===== config.mk =====
export PLATFORM = sky130hd
export DESIGN_NAME = reload_timer8
export DESIGN_NICKNAME = d
export VERILOG_FILES = /design/src/rtl/tmr_pkg.sv /design/src/rtl/tmr_ctrl.sv /design/src/rtl/tmr_prescale.sv /design/src/rtl/tmr_core.sv /design/src/rtl/reload_timer8.sv
export SDC_FILE = /design/constraint.sdc
export NUM_CORES = 1
export LEC_CHECK = 0
export BUFFER_PORTS_ARGS = -buffer_cell sky130_fd_sc_hd__buf_2
export CAP_MARGIN = 20
export CELL_PAD_IN_SITES_DETAIL_PLACEMENT = 1
export CELL_PAD_IN_SITES_GLOBAL_PLACEMENT = 2
export CORE_MARGIN = 2
export CORE_UTILIZATION = 31
export DETAILED_ROUTE_END_ITERATION = 10
export PLACE_DENSITY_LB_ADDON = 0.25
export SYNTH_ARGS = -nofsm -noshare
export SYNTH_HDL_FRONTEND = slang
export SYNTH_SLANG_ARGS = --single-unit

===== constraint.sdc =====
create_clock -name clk -period 1.4 [get_ports clk]
set_input_delay 0.28 -clock clk [delete_from_list [all_inputs] [get_ports clk]]
set_output_delay 0.28 -clock clk [all_outputs]
set_load 0.02 [all_outputs]

===== src/rtl/tmr_pkg.sv =====
package tmr_pkg;

  localparam int CTRL_W   = 8;
  localparam int EN_BIT   = 4;
  localparam int MODE_LSB = 6;

  typedef enum logic [1:0] {
    MODE_RSV0  = 2'b00,
    MODE_RSV1  = 2'b01,
    MODE_TIMER = 2'b10,
    MODE_RSV3  = 2'b11
  } tmode_e;

  typedef struct packed {
    tmode_e mode;
    logic   run_en;
  } ctrl_t;

  function automatic logic [CTRL_W-1:0] ctrl_pack(ctrl_t c);
    logic [CTRL_W-1:0] v;
    v = '0;
    v[MODE_LSB +: 2] = c.mode;
    v[EN_BIT]        = c.run_en;
    return v;
  endfunction

  function automatic ctrl_t ctrl_unpack(logic [CTRL_W-1:0] w);
    ctrl_t c;
    c.mode   = tmode_e'(w[MODE_LSB +: 2]);
    c.run_en = w[EN_BIT];
    return c;
  endfunction

  function automatic logic ctrl_counting(ctrl_t c);
    return c.run_en && (c.mode == MODE_TIMER);
  endfunction

endpackage


===== src/rtl/tmr_ctrl.sv =====
module tmr_ctrl
  import tmr_pkg::*;
(
  input  logic              clk,
  input  logic              rst_n,
  input  logic              wr_strobe,
  input  logic [CTRL_W-1:0] wdata,
  output ctrl_t             ctrl_q,
  output logic [CTRL_W-1:0] rd_word,
  output logic              counting
);

  always_ff @(posedge clk or negedge rst_n) begin
    if (!rst_n) begin
      ctrl_q <= '0;
    end else if (wr_strobe) begin
      ctrl_q <= ctrl_unpack(wdata);
    end
  end

  assign rd_word  = ctrl_pack(ctrl_q);
  assign counting = ctrl_counting(ctrl_q);

  AST_CTRL_STOP_WRITE: assert property (@(posedge clk) disable iff (!rst_n)
    (wr_strobe && !wdata[EN_BIT]) |=> !counting);

  AST_CTRL_MODE_GATE: assert property (@(posedge clk) disable iff (!rst_n)
    (wr_strobe && (wdata[MODE_LSB +: 2] != 2'b10)) |=> !counting);

endmodule


===== src/rtl/tmr_prescale.sv =====
module tmr_prescale #(
  parameter int DIV = 4
) (
  input  logic clk,
  input  logic rst_n,
  input  logic run,
  output logic tick
);

  localparam int PS_W = (DIV > 2) ? $clog2(DIV) : 1;
  localparam logic [PS_W-1:0] PS_LAST = PS_W'(DIV - 1);

  logic [PS_W-1:0] ps_q;

  always_ff @(posedge clk or negedge rst_n) begin
    if (!rst_n) begin
      ps_q <= '0;
    end else if (!run) begin
      ps_q <= '0;
    end else if (ps_q == PS_LAST) begin
      ps_q <= '0;
    end else begin
      ps_q <= ps_q + 1'b1;
    end
  end

  assign tick = run && (ps_q == PS_LAST);

  AST_TICK_GAP: assert property (@(posedge clk) disable iff (!rst_n)
    tick |=> !tick);

  AST_PS_IDLE_RESTART: assert property (@(posedge clk) disable iff (!rst_n)
    !run |=> !tick);

endmodule


===== src/rtl/tmr_core.sv =====
module tmr_core #(
  parameter int W = 8
) (
  input  logic         clk,
  input  logic         rst_n,
  input  logic         tick,
  input  logic         pre_wr,
  input  logic [W-1:0] pre_wdata,
  input  logic         irq_clr,
  output logic [W-1:0] count,
  output logic         irq_flag,
  output logic         wrap_evt
);

  localparam logic [W-1:0] CNT_MAX = '1;

  logic [W-1:0] preload_q;

  function automatic logic [W-1:0] next_count(logic [W-1:0] cur, logic [W-1:0] rel);
    return (cur == CNT_MAX) ? rel : cur + 1'b1;
  endfunction

  assign wrap_evt = tick && (count == CNT_MAX);

  always_ff @(posedge clk or negedge rst_n) begin
    if (!rst_n) begin
      preload_q <= '0;
    end else if (pre_wr) begin
      preload_q <= pre_wdata;
    end
  end

  always_ff @(posedge clk or negedge rst_n) begin
    if (!rst_n) begin
      count <= '0;
    end else if (tick) begin
      count <= next_count(count, preload_q);
    end
  end

  always_ff @(posedge clk or negedge rst_n) begin
    if (!rst_n) begin
      irq_flag <= 1'b0;
    end else if (wrap_evt) begin
      irq_flag <= 1'b1;
    end else if (irq_clr) begin
      irq_flag <= 1'b0;
    end
  end

  AST_PRELOAD_NO_TOUCH: assert property (@(posedge clk) disable iff (!rst_n)
    (pre_wr && !tick) |=> (count == $past(count)));

  AST_STEP_ONE: assert property (@(posedge clk) disable iff (!rst_n)
    (tick && !wrap_evt) |=> (count == $past(count) + W'(1)));

  AST_IDLE_HOLD: assert property (@(posedge clk) disable iff (!rst_n)
    !tick |=> $stable(count));

  AST_WRAP_RELOAD: assert property (@(posedge clk) disable iff (!rst_n)
    wrap_evt |=> ((count == $past(preload_q)) && irq_flag));

  AST_FLAG_ONLY_ON_WRAP: assert property (@(posedge clk) disable iff (!rst_n)
    (!irq_flag && !wrap_evt) |=> !irq_flag);

  AST_FLAG_STICKY: assert property (@(posedge clk) disable iff (!rst_n)
    (irq_flag && !irq_clr) |=> irq_flag);

  AST_WRAP_BEATS_CLEAR: assert property (@(posedge clk) disable iff (!rst_n)
    (wrap_evt && irq_clr) |=> irq_flag);

endmodule


===== src/rtl/reload_timer8.sv =====
module reload_timer8
  import tmr_pkg::*;
#(
  parameter int W   = 8,
  parameter int DIV = 4
) (
  input  logic         clk,
  input  logic         rst_n,
  input  logic         bus_addr,
  input  logic         bus_wr,
  input  logic [W-1:0] bus_wdata,
  output logic [W-1:0] bus_rdata,
  input  logic         irq_clr,
  output logic         irq_flag
);

  ctrl_t              ctrl_q;
  logic [CTRL_W-1:0]  ctrl_word;
  logic               counting;
  logic               tick;
  logic               wrap_evt;
  logic [W-1:0]       count;
  logic               ctrl_wr;
  logic               data_wr;

  assign ctrl_wr = bus_wr && bus_addr;
  assign data_wr = bus_wr && !bus_addr;

  tmr_ctrl u_ctrl (
    .clk      (clk),
    .rst_n    (rst_n),
    .wr_strobe(ctrl_wr),
    .wdata    (bus_wdata[CTRL_W-1:0]),
    .ctrl_q   (ctrl_q),
    .rd_word  (ctrl_word),
    .counting (counting)
  );

  tmr_prescale #(.DIV(DIV)) u_ps (
    .clk  (clk),
    .rst_n(rst_n),
    .run  (counting),
    .tick (tick)
  );

  tmr_core #(.W(W)) u_core (
    .clk      (clk),
    .rst_n    (rst_n),
    .tick     (tick),
    .pre_wr   (data_wr),
    .pre_wdata(bus_wdata),
    .irq_clr  (irq_clr),
    .count    (count),
    .irq_flag (irq_flag),
    .wrap_evt (wrap_evt)
  );

  assign bus_rdata = bus_addr ? W'(ctrl_word) : count;

  AST_CTRL_SPARE_ZERO: assert property (@(posedge clk) disable iff (!rst_n)
    bus_addr |-> ((bus_rdata[CTRL_W-1:0] & 8'h2F) == 8'h00));

  AST_MODE_FREEZE: assert property (@(posedge clk) disable iff (!rst_n)
    (ctrl_q.mode != MODE_TIMER) |=> $stable(count));

endmodule


# After elaboration in Yosys (flattened, before gate mapping)
# Index checks and enable logic that the tools add are counted.
[word_totals]
regBits = 22
latchBits = 0
mem_bits_rw = 0
romBits = 0
input_bits = 13
output_inout_bits = 9
elab_cells = 24
n_memories = 0
[op_classes]
n_addsub = 2
n_mul = 0
div = 0
magnitude_cmp = 0
n_eq_ne = 3
n_shift = 0
mux = 6
bitwise_logic = 0
n_reduce_logical = 7
[op_table]
columns = ["operator", "n"]
rows = [
  ["$mux 8", 2],
  ["$add 8x1->8 const B", 1],
  ["$eq 8x8->1 const B", 1],
  ["$logic_and 1x1->1", 5],
  ["$eq 2x2->1 const B", 2],
  ["$mux 2", 2],
  ["$add 2x1->2 const B", 1],
  ["$mux 1", 2],
  ["$reduce_bool 2->1", 1],
  ["$logic_not 1->1", 1],
]

# Depth between registers and ports, before layout
# Gate-level depths: netlist of run 1.
[logic_depth]
word_depth = 5
depth_mapped = 5
ltp_nobuf = 5

# Hierarchy
# From an unflattened synthesis of run 1, not the netlist that was laid out.
[hier_totals]
cells_unflattened = 113
area_unflattened_um2 = 1253.7
[modules_own_cells]
columns = ["mod", "n_inst", "cells_each", "area_each_um2", "seq_area_each_um2"]
rows = [
  ["tmr_core", 1, 80, 835.8, 425.4],
  ["tmr_ctrl", 1, 16, 181.4, 75.1],
  ["reload_timer8", 1, 11, 147.6, 0.0],
  ["tmr_prescale", 1, 6, 88.8, 50.0],
]

# Worst setup path before layout of run 1
# OpenSTA, ideal clock, no wires.
[synth_path]
path_type = "register -> register"
startpoint = "register u_core.count[1]"
endpoint = "register u_core.count[6]"
setup_time_ns = 0.125
arrival_time_ns = 1.297
t_required_ns = 1.275
slack_ns = -0.021
path_stages_with_launch = 6
path_buffers = 0
period_less_slack_ns = 1.421
path_cell_list = "dfrtp_1 > ha_1 > nand3_4 > nand2b_4 > nor2_1 > mux2_2"
[synth_via]
elab_chain_len = 2
elab_cells_between_ends = 3
cone_classes = "1 x add/sub; 1 x eq/ne; 1 x mux"
[synth_rtl]
columns = ["item", "line", "source"]
rows = [
  ["from (decl)", "tmr_core.sv:10", "output logic [W-1:0] count,"],
  ["from (signal assigned)", "tmr_core.sv:37", "count <= next_count(count, preload_q);"],
  ["$add 8x1->8 or $eq 8x8->1 (tied branches)", "tmr_core.sv:20", "return (cur == CNT_MAX) ? rel : cur + 1'b1;"],
  ["$mux 8 *", "tmr_core.sv:20", ""],
]
# Mark *: on every way between the ends. The rest lies on a longest branch, timed or not.
# A chain may end at the register's enable or synchronous reset.

# Worst setup path in the final report of run 1
[layout_path]
startpoint = "register u_ctrl.ctrl_q[2] (netlist name)"
endpoint = "output port bus_rdata[7]"
[layout_via]
elab_chain_len = 1
[layout_rtl]
columns = ["item", "line", "source"]
rows = [
  ["$mux 8", "reload_timer8.sv:58", "assign bus_rdata = bus_addr ? W'(ctrl_word) : count;"],
  ["to (decl)", "reload_timer8.sv:12", "output logic [W-1:0] bus_rdata,"],
]
# No other way between the ends.

==> summary.md, run 1 <==
| Metric | Value |
|---|---|
| Largest net degree at the start of global routing | 23 |
| DIE AREA | 0.00408 mm² |
| Max-slew violations | 0 |
| Number of synthesized register bits | 22 |
| CTS Buf Count | 3 |
| DRT antenna net count | 0 |
| Layout cell share with drive strength beyond 1 | 0.662 |
| Avg Synthesized Cell Area | 11.8 µm² |
| Outcome | complete, but fails checks |
| HPWL after detailed placement | 1980 µm |
| Actual slew at the worst max-slew pin | 519 ps |
| CTS tree | built |
| Mapped cell area | 0.00111 mm² |
| Post-synth EDFFs | 0 |
| Setup TNS | -462 ps |
| RSZ-0062 raised after global routing | yes |
| Met2 wire len | 1450 µm |
| Min-Delay Path Class | primary input to flop |
| Seq/Total Area, Yosys | 0.495 |
| Area delta synth->final | 52.3% |
| # diodes | 0 |
| Sequential Area | 558 µm² |
| Met3 WL | 108 µm |
| Worst hold margin | 131 ps |
| First DRT Iteration DRCs | 30 |
| Hold Path Depth | 2 |
| Failing checks | setup timing |
| Core Region | 0.00339 mm² |
| Sink Count | 22 |
| Post-synth cell types | 32 |
| Worst reg2reg setup slack | -50 ps |
| Crit Path Category | flop to output pin |
| FFs w/ async S/R, synth | 1.00 |
| Final critical-path required period | 1540 ps |
| Nets@finish | 158 |
| Wire per inst | 15.5 µm |
| Pleak | 0.751 nW |
| Residual DRC | 0 |
| Synthesized net count | 109 |
| WP data arrival | 1260 ps |
| Hold_sp | irq_clr |
| Antenna violations before repair | 0 |
| Critical path launch point type | flop |
| Fmax | 650 MHz |
| Warnings, synthesis | 0 |
| IO Pins | 22 |
| Worst R2R Path Depth | 5 |
| Drt via density | 4.83 |
| Top Metal Used | met4 |
| Row count | 21 |
| Max-cap violations | 0 |
| H-tree depth | 1 |
| First-pass GRT wire length | 4770 µm |
| Slew headroom | 0.654 |
| Pwr Density | 874 mW/mm² |
| Root buf cell | clkbuf_4 |
| Critical R2R Capture | u_core.count[6] |
| Mapped Cells | 94 |
| Fin worst setup slack | -138 ps |
| Die Wd | 63.9 µm |
| Clock latency on the worst-skew pair | 320 ps |
| Initial Utilization | 0.328 |
| Die Y | 63.9 µm |
| DRT Pass-1 Iters | 4 |
| Fin util | 0.499 |
| Fill cells | 364 |
| Tot GR Track Use | 0.155 |
| RePlAce Congestion | 0.690 |
| Post-Route WL | 2910 µm |
| Critical Path Sink Type | output pin |
| Clk_skew | 2.30 ps |
| Clock input transition at the sequential cells of the worst setup and hold paths | 130 ps |
| Final period util | 1.10 |
| Grt ovf | 0 |
| Max Root-Sink Buffers | 2 |
| Synth Flop Type | dfrtp_1 |
| M1 wire length | 1310 µm |
| Maximum vdd ir drop | 0.000513 V |
| WP data required | 1120 ps |
| Setup Viol. Count Final | 5 |
| Area of the multi-input gates | 619 µm² |
| Vias in the first global route | 918 |
| Crit path max fanout | 2 |
| FF-to-FF Start | u_ctrl.ctrl_q[1] |
| Final Hold Vio Count | 0 |
| Endpoint, Worst Hold | u_core.irq_flag |
| Number of port buffers | 21 |
| Vias | 908 |
==> cells in the final DEF (no fill, tap or decap), types with 3 or more instances in the layout <==
| cell type | instances |
|---|---|
| buf_6 | 14 |
| clkbuf_4 | 3 |
| dfrtp_1 | 16 |
| buf_2 | 14 |
| mux2_2 | 11 |
| mux2_4 | 4 |
| buf_4 | 17 |
| dfrtp_2 | 6 |
| nand2_1 | 4 |
| nor2_1 | 4 |
| inv_2 | 3 |
| a21oi_2 | 4 |
==> area by class of cell <==
cell class | count | area share
Inverter | 5 | 0.0111
Timing Repair Buffer | 47 | 0.228
Multi-Input combinational cell | 64 | 0.366
Clock inverter | 1 | 0.0178
Clock buffer | 3 | 0.0133
Sequential cell | 22 | 0.330
Tap cell | 46 | 0.0340
==> registers in the layout, indices dropped and copies added (netlist names) <==
name,cells
u_ctrl.ctrl_q,3
u_core.preload_q,8
u_core.irq_flag,1
u_ps.ps_q,2
u_core.count,8
==> worst max-delay path, cell delays in order, from the launching register on <==
cell and delay [ps]:
dfrtp_1 430, buf_6 130, mux2_4 250, buf_6 130
==> timing repair <==
action,in CTS,in global routing
pin swaps,3,9
resized for setup,33,20
setup buffers,7,7
hold endpoints to repair,22,0
setup endpoints to repair,11,15
cloned,1,0
hold buffers,1,0
==> Yosys cell counts, types with 2 or more instances <==
master	instances	share of area
o211ai_1	2	0.014
nor2_1	6	0.020
a21oi_1	6	0.027
ha_1	2	0.023
inv_1	5	0.017
nor2b_1	3	0.017
a31oi_1	2	0.011
mux2i_1	2	0.018
o31ai_1	2	0.014
nand2_1	4	0.014
mux2_2	15	0.15
a22o_1	2	0.016
buf_2	2	0.0090
and2_1	2	0.011
dfrtp_1	22	0.50
==> worst max-delay path by stage <==
stage / from / to / slack, ps
3_5_place_dp: u_core.count[0] / u_core.count[6] / -40
2_1_floorplan: u_ps.ps_q[0] / u_core.count[6] / 20
4_1_cts: u_ctrl.ctrl_q[2] / bus_rdata[7] / -140
5_1_grt: u_ctrl.ctrl_q[2] / bus_rdata[7] / -190
6_report: u_ctrl.ctrl_q[2] / bus_rdata[7] / -140
3_3_place_gp: u_ps.ps_q[0] / u_core.count[3] / -10
==> power breakdown <==
group | switching, mW | internal [mW]
Combinational | 0.0926 | 0.152
Clock | 0.211 | 0.290
Sequential | 0.0441 | 0.688
Total | 0.348 | 1.13
==> metrics by stage <==
step           power, mW  cell area [µm²]  cells  setup WS, ps
2_1_floorplan      0.817             1120     94          16.6
3_3_place_gp       0.903             1340    168         -10.2
3_5_place_dp       0.914             1340    168         -41.5
4_1_cts             1.48             1570    181          -141
5_1_grt             1.56             1690    188          -191
6_report            1.48             1690    188          -138
==> cell families after synthesis <==
logic type,after synthesis,share of synthesized area
compound gates,19,0.114
fa+ha+maj,2,0.0225
buf+inv,8,0.0327
flops,22,0.495
mux,17,0.170
simple gates,26,0.166
==> metal layers <==
| layer | global-route usage | vias to the layer above |
|---|---|---|
| met5 | 0 | - |
| met4 | 0.0489 | 0 |
| met3 | 0.0264 | 4 |
| met2 | 0.253 | 18 |
| met1 | 0.208 | 448 |
| li1 | - | 438 |
(Power assumes the default switching activity.)
==> inputs of run 2 (changes only) <==
--- a/config.mk
+++ b/config.mk
@@ -9,7 +9,6 @@
 export CAP_MARGIN = 20
 export CELL_PAD_IN_SITES_DETAIL_PLACEMENT = 1
 export CELL_PAD_IN_SITES_GLOBAL_PLACEMENT = 2
-export CORE_MARGIN = 2
 export CORE_UTILIZATION = 31
 export DETAILED_ROUTE_END_ITERATION = 10
 export PLACE_DENSITY_LB_ADDON = 0.25
==> run 2 against run 1 <==
Net effect: the run still ends with setup timing left; fmax up 1.2%; final cell count up 2.1%; combinational power grew 7%; highest routed layer unchanged; total power is 8.7% lower; via count grew 3.4%; sequential power shrank 0.5%; critical path depth did not move; sequential cell count unchanged.
==> summary.md, run 2 (synthesis gave the netlist of run 1 again) <==
| Metric | Value |
|---|---|
| Clock latency on the worst-skew pair | 310 ps (about the same) |
| Fmax | 658 MHz (+1.2%) |
| IO Pins | 22 (unchanged) |
| Fill cells | 376 (+3.3%) |
| Hold Path Depth | 2 (unchanged) |
| FF-to-FF Start | u_ps.ps_q[0] |
| Hold_sp | irq_clr |
| Fin util | 0.502 (+0.00258) |
| Layout cell share with drive strength beyond 1 | 0.651 (-0.0113) |
| Grt ovf | 0 (unchanged) |
| Pleak | 0.760 nW (+1.1%) |
| Actual slew at the worst max-slew pin | 517 ps (-2.31 ps) |
| Antenna violations before repair | 0 (unchanged) |
| Pwr Density | 793 mW/mm² (-9.2%) |
| Fin worst setup slack | -120 ps (+17.5 ps) |
| Largest regs | u_core.count: 8 flops, u_core.preload_q: 8 flops, u_ctrl.ctrl_q: 3 flops |
| First-pass GRT wire length | 4170 µm (-13%) |
| Critical R2R Capture | u_core.count[6] |
| Critical path launch point type | flop |
| Wire per inst | 15.4 µm (-0.37%) |
| Crit path max fanout | 2 (unchanged) |
| Max-cap violations | 0 (unchanged) |
| Min-Delay Path Class | primary input to flop |
| Worst R2R Path Depth | 5 (unchanged) |
| Drt via density | 4.89 (+1.3%) |
| Final period util | 1.09 (-0.0125) |
| Slew headroom | 0.656 (+0.00154) |
| H-tree depth | 1 (unchanged) |
| First DRT Iteration DRCs | 14 (-53%) |
| Final Hold Vio Count | 0 (unchanged) |
| Setup TNS | -437 ps (+24.8 ps) |
| Maximum vdd ir drop | 0.000382 V (-25%) |
| Clock input transition at the sequential cells of the worst setup and hold paths | 130 ps (about the same) |
| Most common cell after layout, fill and taps aside | buf_4 |
| Critical Path Sink Type | output pin |
| Sequential Area | 559 µm² (+0.22%) |
| DIE AREA | 0.00383 mm² (-6.2%) |
| Outcome | complete, but fails checks |
| DRT Pass-1 Iters | 4 (unchanged) |
| Die Y | 61.9 µm (-3.1%) |
| HPWL after detailed placement | 1990 µm (+0.42%) |
| Initial Utilization | 0.328 (unchanged) |
| Vias in the first global route | 880 (-4.1%) |
| CTS tree | built |
| Endpoint, Worst Hold | u_core.irq_flag |
| Worst reg2reg setup slack | -80 ps (-30 ps) |
| WP data required | 1120 ps (about the same) |
| Post-Route WL | 2960 µm (+1.8%) |
| Final critical-path required period | 1520 ps (-17.5 ps) |
| WP data arrival | 1240 ps (-20 ps) |
| Clk_skew | 7.50 ps (+5.20 ps) |
| Number of port buffers | 21 (unchanged) |
| Area of the multi-input gates | 612 µm² (-1.2%) |
| Max-slew violations | 0 (unchanged) |
| Row count | 21 (unchanged) |
| Vias | 939 (+3.4%) |
| Crit Path Category | flop to output pin |
| Pre-CTS setup slack | -18.0 ps (+23.5 ps) |
| RSZ-0062 raised after global routing | yes |
| Failing checks | setup timing |
| RePlAce Congestion | 0.713 (+3.5%) |
| # diodes | 0 (unchanged) |
| Sink Count | 22 (unchanged) |
| Total Power | 1.35 mW (-8.7%) |
| Area delta synth->final | 53.0% |
| DRT antenna net count | 0 (unchanged) |
| Largest net degree at the start of global routing | 23 (unchanged) |
| Max Root-Sink Buffers | 2 (unchanged) |
| Residual DRC | 0 (unchanged) |
| Setup Viol. Count Final | 5 (unchanged) |
| CTS Buf Count | 3 (unchanged) |
| Die Wd | 61.9 µm (-3.1%) |
| Core Region | 0.00339 mm² (unchanged) |
| Nets@finish | 162 (+2.5%) |
| Root buf cell | clkbuf_4 |
| Tot GR Track Use | 0.157 (+0.00283) |
| Commonest non-fill, non-tap cells in the layout | buf_4 (23), dfrtp_1 (15), buf_2 (14) |
-- run 2: changes by cell type in the layout (fill, tap and decap cells not counted), sizes merged --
| cell | change |
|---|---|
| clkbuf | +2 |
| buf | +3 |
| bufinv | -1 |
-- run 2: how the worst max path moves through the flow --
stage                           from         endpoint  slack, ps  cells after the start
global route        u_ctrl.ctrl_q[0]     bus_rdata[4]       -170                      3
global placement        u_ps.ps_q[0]  u_core.count[3]         -3                      5
CTS                 u_ctrl.ctrl_q[2]     bus_rdata[7]       -120                      3
detailed placement      u_ps.ps_q[0]  u_core.count[5]        -20                      5
finish              u_ctrl.ctrl_q[0]     bus_rdata[4]       -120                      3
floorplan               u_ps.ps_q[0]  u_core.count[6]         20                      5
-- run 2: area by class of cell --
class                      count  share of cell area
clock buffer                   4              0.0213
tap                           46              0.0338
timing repair buffer          51               0.245
sequential                    22               0.329
multi-input combinational     64               0.360
inverter                       5              0.0110
-- run 2: repair_timing --
action                                 in CTS  in global routing
endpoints found under the hold margin      22                  0
setup endpoints to repair                  12                 14
pin swaps                                   4                  8
resized for setup                          30                 17
hold buffers                                1                  0
cloned                                      0                  1
setup buffers                               8                  8
-- run 2: metal layers --
| layer | GRT usage | vias up | wire length [µm] |
|---|---|---|---|
| li1 | - | 448 | - |
| met1 | 0.203 | 472 | 1370 |
| met2 | 0.272 | 15 | 1490 |
| met3 | 0.0124 | 4 | 59 |
| met4 | 0.0667 | 0 | 42 |
| met5 | 0 | - | 0 |
-- run 2: power by group --
group          internal, mW  total [mW]  switching (mW)  leakage [nW]
logic                 0.162       0.261          0.0989         0.469
clock network         0.159       0.360           0.201        0.0210
registers             0.688       0.728          0.0394         0.271
total                  1.01        1.35           0.340         0.760
-- run 2: through the flow --
stage	std cells	hold WS [ps]	area, µm²
5_1_grt	192	125	1700
3_5_place_dp	170	282	1360
2_1_floorplan	94	-15.6	1120
3_3_place_gp	170	287	1360
6_report	192	136	1700
4_1_cts	183	131	1560
-- run 2: critical path, stage by stage, from the launching register on --
cell     delay (ps)
dfrtp_1         420
buf_6           130
mux2_4          250
buf_6           130
